--- src/rtl/tmr_evt_pkg.sv ---
package tmr_evt_pkg;

  typedef enum logic [1:0] {
    MODE_IDLE  = 2'b00,
    MODE_EVENT = 2'b01,
    MODE_TIMER = 2'b10,
    MODE_PULSE = 2'b11
  } tmr_mode_e;

  // Strobes from control to datapath
  typedef struct packed {
    logic incr;     // step the counter this cycle
    logic wrLow;    // fill the low-byte buffer
    logic wrHigh;   // commit {high, buffer} to reload value
    logic loadCnt;  // also copy the committed value into the count
    logic capHi;    // freeze count high byte into shadow
  } dp_strobe_t;

  localparam logic [1:0] ADDR_LO   = 2'd0;
  localparam logic [1:0] ADDR_HI   = 2'd1;
  localparam logic [1:0] ADDR_CTRL = 2'd2;

  localparam int CTRL_W = 4;

endpackage

--- src/rtl/tmr_evt_ctrl.sv ---
module tmr_evt_ctrl
  import tmr_evt_pkg::*;
#(
  parameter int SYNC_STAGES = 2
) (
  input  logic              clk,
  input  logic              rstN,
  input  logic              tickEn,
  input  logic              extIn,
  input  logic [1:0]        busAddr,
  input  logic              busWr,
  input  logic              busRd,
  input  logic [CTRL_W-1:0] ctrlWdata,
  input  logic              atMax,
  output dp_strobe_t        strobe,
  output tmr_mode_e         modeSel,
  output logic              runEn,
  output logic              edgeSel,
  output logic              irq
);

  localparam int SYNC_TOP = SYNC_STAGES - 1;

  logic [SYNC_STAGES-1:0] syncQ;
  logic extLvl;
  logic extPrev;
  logic riseEv;
  logic fallEv;
  logic activeEdge;
  logic activeLvl;
  logic trailing;
  logic readStall;
  logic srcPulse;
  logic ctrlWrite;

  // Pin synchronizer
  generate
    if (SYNC_STAGES == 1) begin : g_sync1
      always_ff @(posedge clk or negedge rstN) begin
        if (!rstN) syncQ <= '0;
        else       syncQ <= extIn;
      end
    end else begin : g_syncN
      always_ff @(posedge clk or negedge rstN) begin
        if (!rstN) syncQ <= '0;
        else       syncQ <= {syncQ[SYNC_STAGES-2:0], extIn};
      end
    end
  endgenerate

  assign extLvl = syncQ[SYNC_TOP];

  always_ff @(posedge clk or negedge rstN) begin
    if (!rstN) extPrev <= 1'b0;
    else       extPrev <= extLvl;
  end

  assign riseEv     = extLvl & ~extPrev;
  assign fallEv     = ~extLvl & extPrev;
  assign activeEdge = edgeSel ? fallEv : riseEv;
  assign activeLvl  = extLvl ^ edgeSel;
  assign trailing   = edgeSel ? riseEv : fallEv;

  assign readStall = busRd && ((busAddr == ADDR_LO) || (busAddr == ADDR_HI));
  assign ctrlWrite = busWr && (busAddr == ADDR_CTRL);

  always_comb begin
    unique case (modeSel)
      MODE_EVENT: srcPulse = activeEdge;
      MODE_TIMER: srcPulse = tickEn;
      MODE_PULSE: srcPulse = tickEn & activeLvl;
      default:    srcPulse = 1'b0;
    endcase
  end

  // Control register; bus write wins over the pulse-end stop
  always_ff @(posedge clk or negedge rstN) begin
    if (!rstN) begin
      modeSel <= MODE_IDLE;
      runEn   <= 1'b0;
      edgeSel <= 1'b0;
    end else if (ctrlWrite) begin
      modeSel <= tmr_mode_e'(ctrlWdata[1:0]);
      runEn   <= ctrlWdata[2];
      edgeSel <= ctrlWdata[3];
    end else if (modeSel == MODE_PULSE && runEn && trailing) begin
      runEn <= 1'b0;
    end
  end

  always_comb begin
    strobe.incr    = runEn & srcPulse & ~readStall;
    strobe.wrLow   = busWr && (busAddr == ADDR_LO);
    strobe.wrHigh  = busWr && (busAddr == ADDR_HI);
    strobe.loadCnt = busWr && (busAddr == ADDR_HI) && !runEn;
    strobe.capHi   = busRd && (busAddr == ADDR_LO);
  end

  always_ff @(posedge clk or negedge rstN) begin
    if (!rstN) irq <= 1'b0;
    else       irq <= strobe.incr & atMax;
  end

endmodule

--- src/rtl/tmr_evt_dp.sv ---
module tmr_evt_dp
  import tmr_evt_pkg::*;
#(
  parameter int CNT_W = 16,
  parameter int BUS_W = 8
) (
  input  logic                   clk,
  input  logic                   rstN,
  input  dp_strobe_t             strobe,
  input  logic [BUS_W-1:0]       busWdata,
  output logic [CNT_W-1:0]       countVal,
  output logic [CNT_W-1:0]       preloadVal,
  output logic [CNT_W-BUS_W-1:0] shadowHi,
  output logic                   atMax
);

  localparam int HI_W = CNT_W - BUS_W;

  logic [BUS_W-1:0] lowBuf;
  logic [CNT_W-1:0] commitVal;

  assign commitVal = {busWdata[HI_W-1:0], lowBuf};
  assign atMax     = &countVal;

  always_ff @(posedge clk or negedge rstN) begin
    if (!rstN) lowBuf <= '0;
    else if (strobe.wrLow) lowBuf <= busWdata;
  end

  always_ff @(posedge clk or negedge rstN) begin
    if (!rstN) preloadVal <= '0;
    else if (strobe.wrHigh) preloadVal <= commitVal;
  end

  // Counter: direct load when stopped, else step / reload
  always_ff @(posedge clk or negedge rstN) begin
    if (!rstN) begin
      countVal <= '0;
    end else if (strobe.loadCnt) begin
      countVal <= commitVal;
    end else if (strobe.incr) begin
      if (atMax) countVal <= strobe.wrHigh ? commitVal : preloadVal;
      else       countVal <= countVal + 1'b1;
    end
  end

  always_ff @(posedge clk or negedge rstN) begin
    if (!rstN) shadowHi <= '0;
    else if (strobe.capHi) shadowHi <= countVal[CNT_W-1:BUS_W];
  end

endmodule

--- src/rtl/tmr_evt_unit.sv ---
module tmr_evt_unit
  import tmr_evt_pkg::*;
#(
  parameter int CNT_W       = 16,
  parameter int BUS_W       = 8,
  parameter int SYNC_STAGES = 2
) (
  input  logic             clk,
  input  logic             rstN,
  input  logic             tickEn,
  input  logic             extIn,
  input  logic [1:0]       busAddr,
  input  logic             busWr,
  input  logic             busRd,
  input  logic [BUS_W-1:0] busWdata,
  output logic [BUS_W-1:0] busRdata,
  output logic             irq
);

  localparam int HI_W = CNT_W - BUS_W;

  dp_strobe_t       strobe;
  tmr_mode_e        modeSel;
  logic             runEn;
  logic             edgeSel;
  logic             atMax;
  logic [CNT_W-1:0] countVal;
  logic [CNT_W-1:0] preloadVal;
  logic [HI_W-1:0]  shadowHi;

  tmr_evt_ctrl #(.SYNC_STAGES(SYNC_STAGES)) ctrl_i (
    .clk       (clk),
    .rstN      (rstN),
    .tickEn    (tickEn),
    .extIn     (extIn),
    .busAddr   (busAddr),
    .busWr     (busWr),
    .busRd     (busRd),
    .ctrlWdata (busWdata[CTRL_W-1:0]),
    .atMax     (atMax),
    .strobe    (strobe),
    .modeSel   (modeSel),
    .runEn     (runEn),
    .edgeSel   (edgeSel),
    .irq       (irq)
  );

  tmr_evt_dp #(.CNT_W(CNT_W), .BUS_W(BUS_W)) dp_i (
    .clk        (clk),
    .rstN       (rstN),
    .strobe     (strobe),
    .busWdata   (busWdata),
    .countVal   (countVal),
    .preloadVal (preloadVal),
    .shadowHi   (shadowHi),
    .atMax      (atMax)
  );

  always_comb begin
    unique case (busAddr)
      ADDR_LO:   busRdata = countVal[BUS_W-1:0];
      ADDR_HI:   busRdata = BUS_W'(shadowHi);
      ADDR_CTRL: busRdata = {{(BUS_W-CTRL_W){1'b0}}, edgeSel, runEn, modeSel};
      default:   busRdata = '0;
    endcase
  end

endmodule

--- config.mk ---
export PLATFORM = sky130hd
export DESIGN_NAME = tmr_evt_unit
export DESIGN_NICKNAME = d
export VERILOG_FILES = /design/src/rtl/tmr_evt_pkg.sv /design/src/rtl/tmr_evt_ctrl.sv /design/src/rtl/tmr_evt_dp.sv /design/src/rtl/tmr_evt_unit.sv
export SDC_FILE = /design/constraint.sdc
export NUM_CORES = 1
export LEC_CHECK = 0
export ABC_CLOCK_PERIOD_IN_PS = 3050
export BUFFER_PORTS_ARGS = -buffer_cell sky130_fd_sc_hd__buf_2
export CORE_AREA = 2 2 71 73
export CTS_CLUSTER_DIAMETER = 40
export DETAILED_ROUTE_END_ITERATION = 10
export DIE_AREA = 0 0 73 75
export GPL_TIMING_DRIVEN = 0
export PLACE_DENSITY_LB_ADDON = 0.2
export SLEW_MARGIN = 5
export SYNTH_ARGS = -nofsm -noshare
export SYNTH_HDL_FRONTEND = slang
export SYNTH_SLANG_ARGS = --single-unit
--- constraint.sdc ---
create_clock -name clk -period 3.05 [get_ports clk]
set_input_delay 0.305 -clock clk [delete_from_list [all_inputs] [get_ports clk]]
set_output_delay 0.305 -clock clk [all_outputs]
set_load 0.005 [all_outputs]
==> results.json <==
{
  "status": "complete, no violations",
  "worstMarginPinSlew_ns": 0.902,
  "grt_pass1_wl_mm": 10.8,
  "fin_skew_ns": 0.00908,
  "cts-buffers-inserted": 5,
  "finish.utilization_pct": 69.6,
  "p_per_area_nw_per_um2": 702,
  "ios": 25,
  "finalMaxSlewViolations": 0,
  "wire_per_inst_um": 18.6,
  "clk_path_buf_depth": 2,
  "period_needed_ns": 2.11,
  "htree_levels": 2,
  "portBuffers": 24,
  "drtIter0Drc": 213,
  "clk_pin_slew_worst_paths_ns": 0.10,
  "setup-tns-final_ns": 0,
  "route.met3.wl_um": 296,
  "cap_violations": 0,
  "cpPeakStageDelay_ns": 0.45,
  "path_max_fanout": 10,
  "synth_top_area_cell": "dfrtp_1",
  "start_util_pct": 63.5,
  "clkLatencyLatePin_ns": 0.32,
  "ys_types": 52,
  "wl_met1_mm": 3.08,
  "antenna_found_initial": 0,
  "clock-sinks": 56,
  "synth_area_leaders": "dfrtp_1 (47%), mux2_2 (13%), mux2i_1 (5.1%)",
  "timing.critical_path.cells": "ha_1 > and3_1 > and4_1 > buf_4 > nand2_2 > mux2_1 > a21o_1",
  "vias_per_cell": 6.28,
  "cp_slowest_cell": "dfrtp_1",
  "synth_edf_count": 0,
  "num_vias": 2249,
  "hold_viol_final": 0,
  "fillers": 362,
  "n_antenna_cell": 0,
  "layout-drive-gt1-share_pct": 29.6,
  "crit_type": "flip-flop to flip-flop",
  "endpoint_kind": "flip-flop",
  "yosysMostFrequentCell": "dfrtp_1",
  "grt_max_degree": 57,
  "track_usage_pct": 26.5,
  "cts_setup_buffers": 0,
  "cp.required_ns": 3.27,
  "critical_path.startpoint_type": "flip-flop",
  "rows": 25,
  "die_w_um": 73,
  "dp_hpwl_mm": 4.61,
  "finalSetupViolations": 0,
  "synthTopCellsByCount": "dfrtp_1 (56), mux2_2 (34), nand2_1 (23)",
  "coreArea_um2": 4660,
  "rsz0062_at_grt": "false",
  "die_area_um2": 5480,
  "drtPass1Iterations": 4,
  "drc": 0,
  "relSlewSlack_pct": 39.6,
  "grt_pass1_vias": 2089,
  "async_flop_share_pct": 100,
  "areaGrowthSynthToFinish_pct": 9.56,
  "postSynthAreaPerCell_um2": 10.9,
  "wl_mm": 6.66,
  "gp_congestion": 0.888,
  "cts.repair.resized": 0,
  "fin_nets": 320,
  "ir_worst_vdd_uv": 372,
  "ys.flop_type": "dfrtp_1",
  "cts_hold_buf": 0,
  "drtAntennaViolNets": 0,
  "root_buffer": "clkbuf_8",
  "grt.overflow.total": 0,
  "top_layer": "met4",
  "syn-num-nets": 289,
  "p_leak_nw": 1.42,
  "ys_seq_area_share_pct": 47.4,
  "syn_area_um2": 2960,
  "post_synth_inst_count": 272,
  "final.period_utilization_pct": 69.2,
  "crit_arrival_ns": 2.33,
  "hold_path_class": "input port to async pin",
  "cts_tree": "done",
  "yosys_warnings": 0,
  "max_freq_mhz": 474,
  "ys_seq_elements": 56,
  "yosysTopAreaCellShare_pct": 47.4,
  "dr_wl_met2_mm": 3.19,
  "die_y_um": 75
}
## path summary, 6_finish.rpt
check | startpoint | to | slack, ns | cells past startpoint
worst max register to register | dp_i.countVal[0]$_DFFE_PN0P_ | dp_i.countVal[3]$_DFFE_PN0P_ | 0.94 | 7
worst min-delay path | rstN | ctrl_i.extPrev$_DFF_PN0_ | 0.002 | 1
worst min register to register | ctrl_i.syncQ[0]$_DFF_PN0_ | ctrl_i.syncQ[1]$_DFF_PN0_ | 0.37 | 0
worst max-delay path | dp_i.countVal[0]$_DFFE_PN0P_ | dp_i.countVal[3]$_DFFE_PN0P_ | 0.94 | 7
max in group asynchronous | rstN | dp_i.shadowHi[3]$_DFFE_PN0P_ | 2.56 | 1
min in group clk | extIn | ctrl_i.syncQ[0]$_DFF_PN0_ | 0.09 | 1
## layout make-up
| cell class | instances | area (µm²) | area share [%] |
|---|---|---|---|
| buffer | 15 | 92.6 | 2.86 |
| timing repair buffer | 24 | 123 | 3.78 |
| tap | 54 | 67.6 | 2.08 |
| clock buffer | 5 | 68.8 | 2.12 |
| sequential | 56 | 1400 | 43.2 |
| clock inverter | 3 | 23.8 | 0.733 |
| multi-input combinational | 198 | 1450 | 44.8 |
| inverter | 3 | 11.3 | 0.347 |
## through the flow
| stage | hold WS, ns | instance area (µm²) | total power (W) | std cells | setup WS, ns |
|---|---|---|---|---|---|
| floorplan | 0.00941 | 2960 | 0.00164 | 272 | 1.18 |
| global placement | 0.333 | 3150 | 0.00183 | 350 | 1.01 |
| detailed placement | 0.346 | 3150 | 0.00187 | 350 | 0.970 |
| CTS | 0.0765 | 3240 | 0.00228 | 358 | 0.959 |
| global route | 0.0697 | 3240 | 0.00241 | 358 | 0.802 |
| finish | 0.00184 | 3240 | 0.00228 | 358 | 0.940 |
## critical path, delay by kind of cell, from the launching register on
family	cells	cell delay [ns]
compound gates	1	0.18
fa+ha+maj	1	0.24
buf+inv	1	0.18
flops	1	0.45
mux	1	0.35
simple gates	3	0.63
## layer usage
metal,vias up,GRT usage [%]
li1,1056,-
met1,1125,38.1
met2,59,42.1
met3,9,4.02
met4,0,7.82
met5,-,0
## registers in the layout (all words and copies together) (netlist names)
signal           flops
ctrl_i.edgeSel       1
dp_i.countVal       16
dp_i.lowBuf          8
ctrl_i.irq           1
ctrl_i.modeSel       2
ctrl_i.syncQ         2
ctrl_i.runEn         1
dp_i.shadowHi        8
ctrl_i.extPrev       1
dp_i.preloadVal     16
## placed cells by master, fill, tap and decap left out, drive strengths merged, types with 2 or more instances in the layout
| cell type | instances |
|---|---|
| nand2 | 24 |
| clkbuf | 8 |
| and2 | 4 |
| and4 | 3 |
| a21o | 3 |
| o221a | 3 |
| xor2 | 4 |
| dfrtp | 56 |
| o22ai | 2 |
| clkinvlp | 2 |
| a31oi | 4 |
| a211oi | 2 |
| a21oi | 3 |
| xnor2 | 2 |
| nand2b | 3 |
| o21ai | 16 |
| nor2 | 17 |
| nor4 | 3 |
| buf | 36 |
| mux2 | 36 |
| nor2b | 3 |
| nand3 | 14 |
| inv | 3 |
| and3 | 4 |
| nor3 | 5 |
| a2bb2oi | 4 |
| nand4 | 8 |
| mux2i | 15 |
| nand3b | 2 |
| nor3b | 2 |
## where the power goes
| group | switching (W) | leakage (nW) | internal (W) | total (W) |
|---|---|---|---|---|
| Combinational | 0.000333 | 0.714 | 0.000354 | 0.000688 |
| Clock | 0.000253 | 0.0404 | 0.000163 | 0.000416 |
| Sequential | 0.000209 | 0.670 | 0.000962 | 0.00117 |
| Total | 0.000795 | 1.42 | 0.00148 | 0.00228 |
## logic make-up after synthesis
| kind of cell | after synthesis | share of synthesized area, % |
|---|---|---|
| buf+inv | 18 | 3.51 |
| compound gates | 44 | 11.0 |
| simple gates | 96 | 17.0 |
| mux | 51 | 18.9 |
| flops | 56 | 47.4 |
| fa+ha+maj | 1 | 0.423 |
| xor+xnor | 6 | 1.78 |
Note: power is estimated with default switching activity, not from simulation.
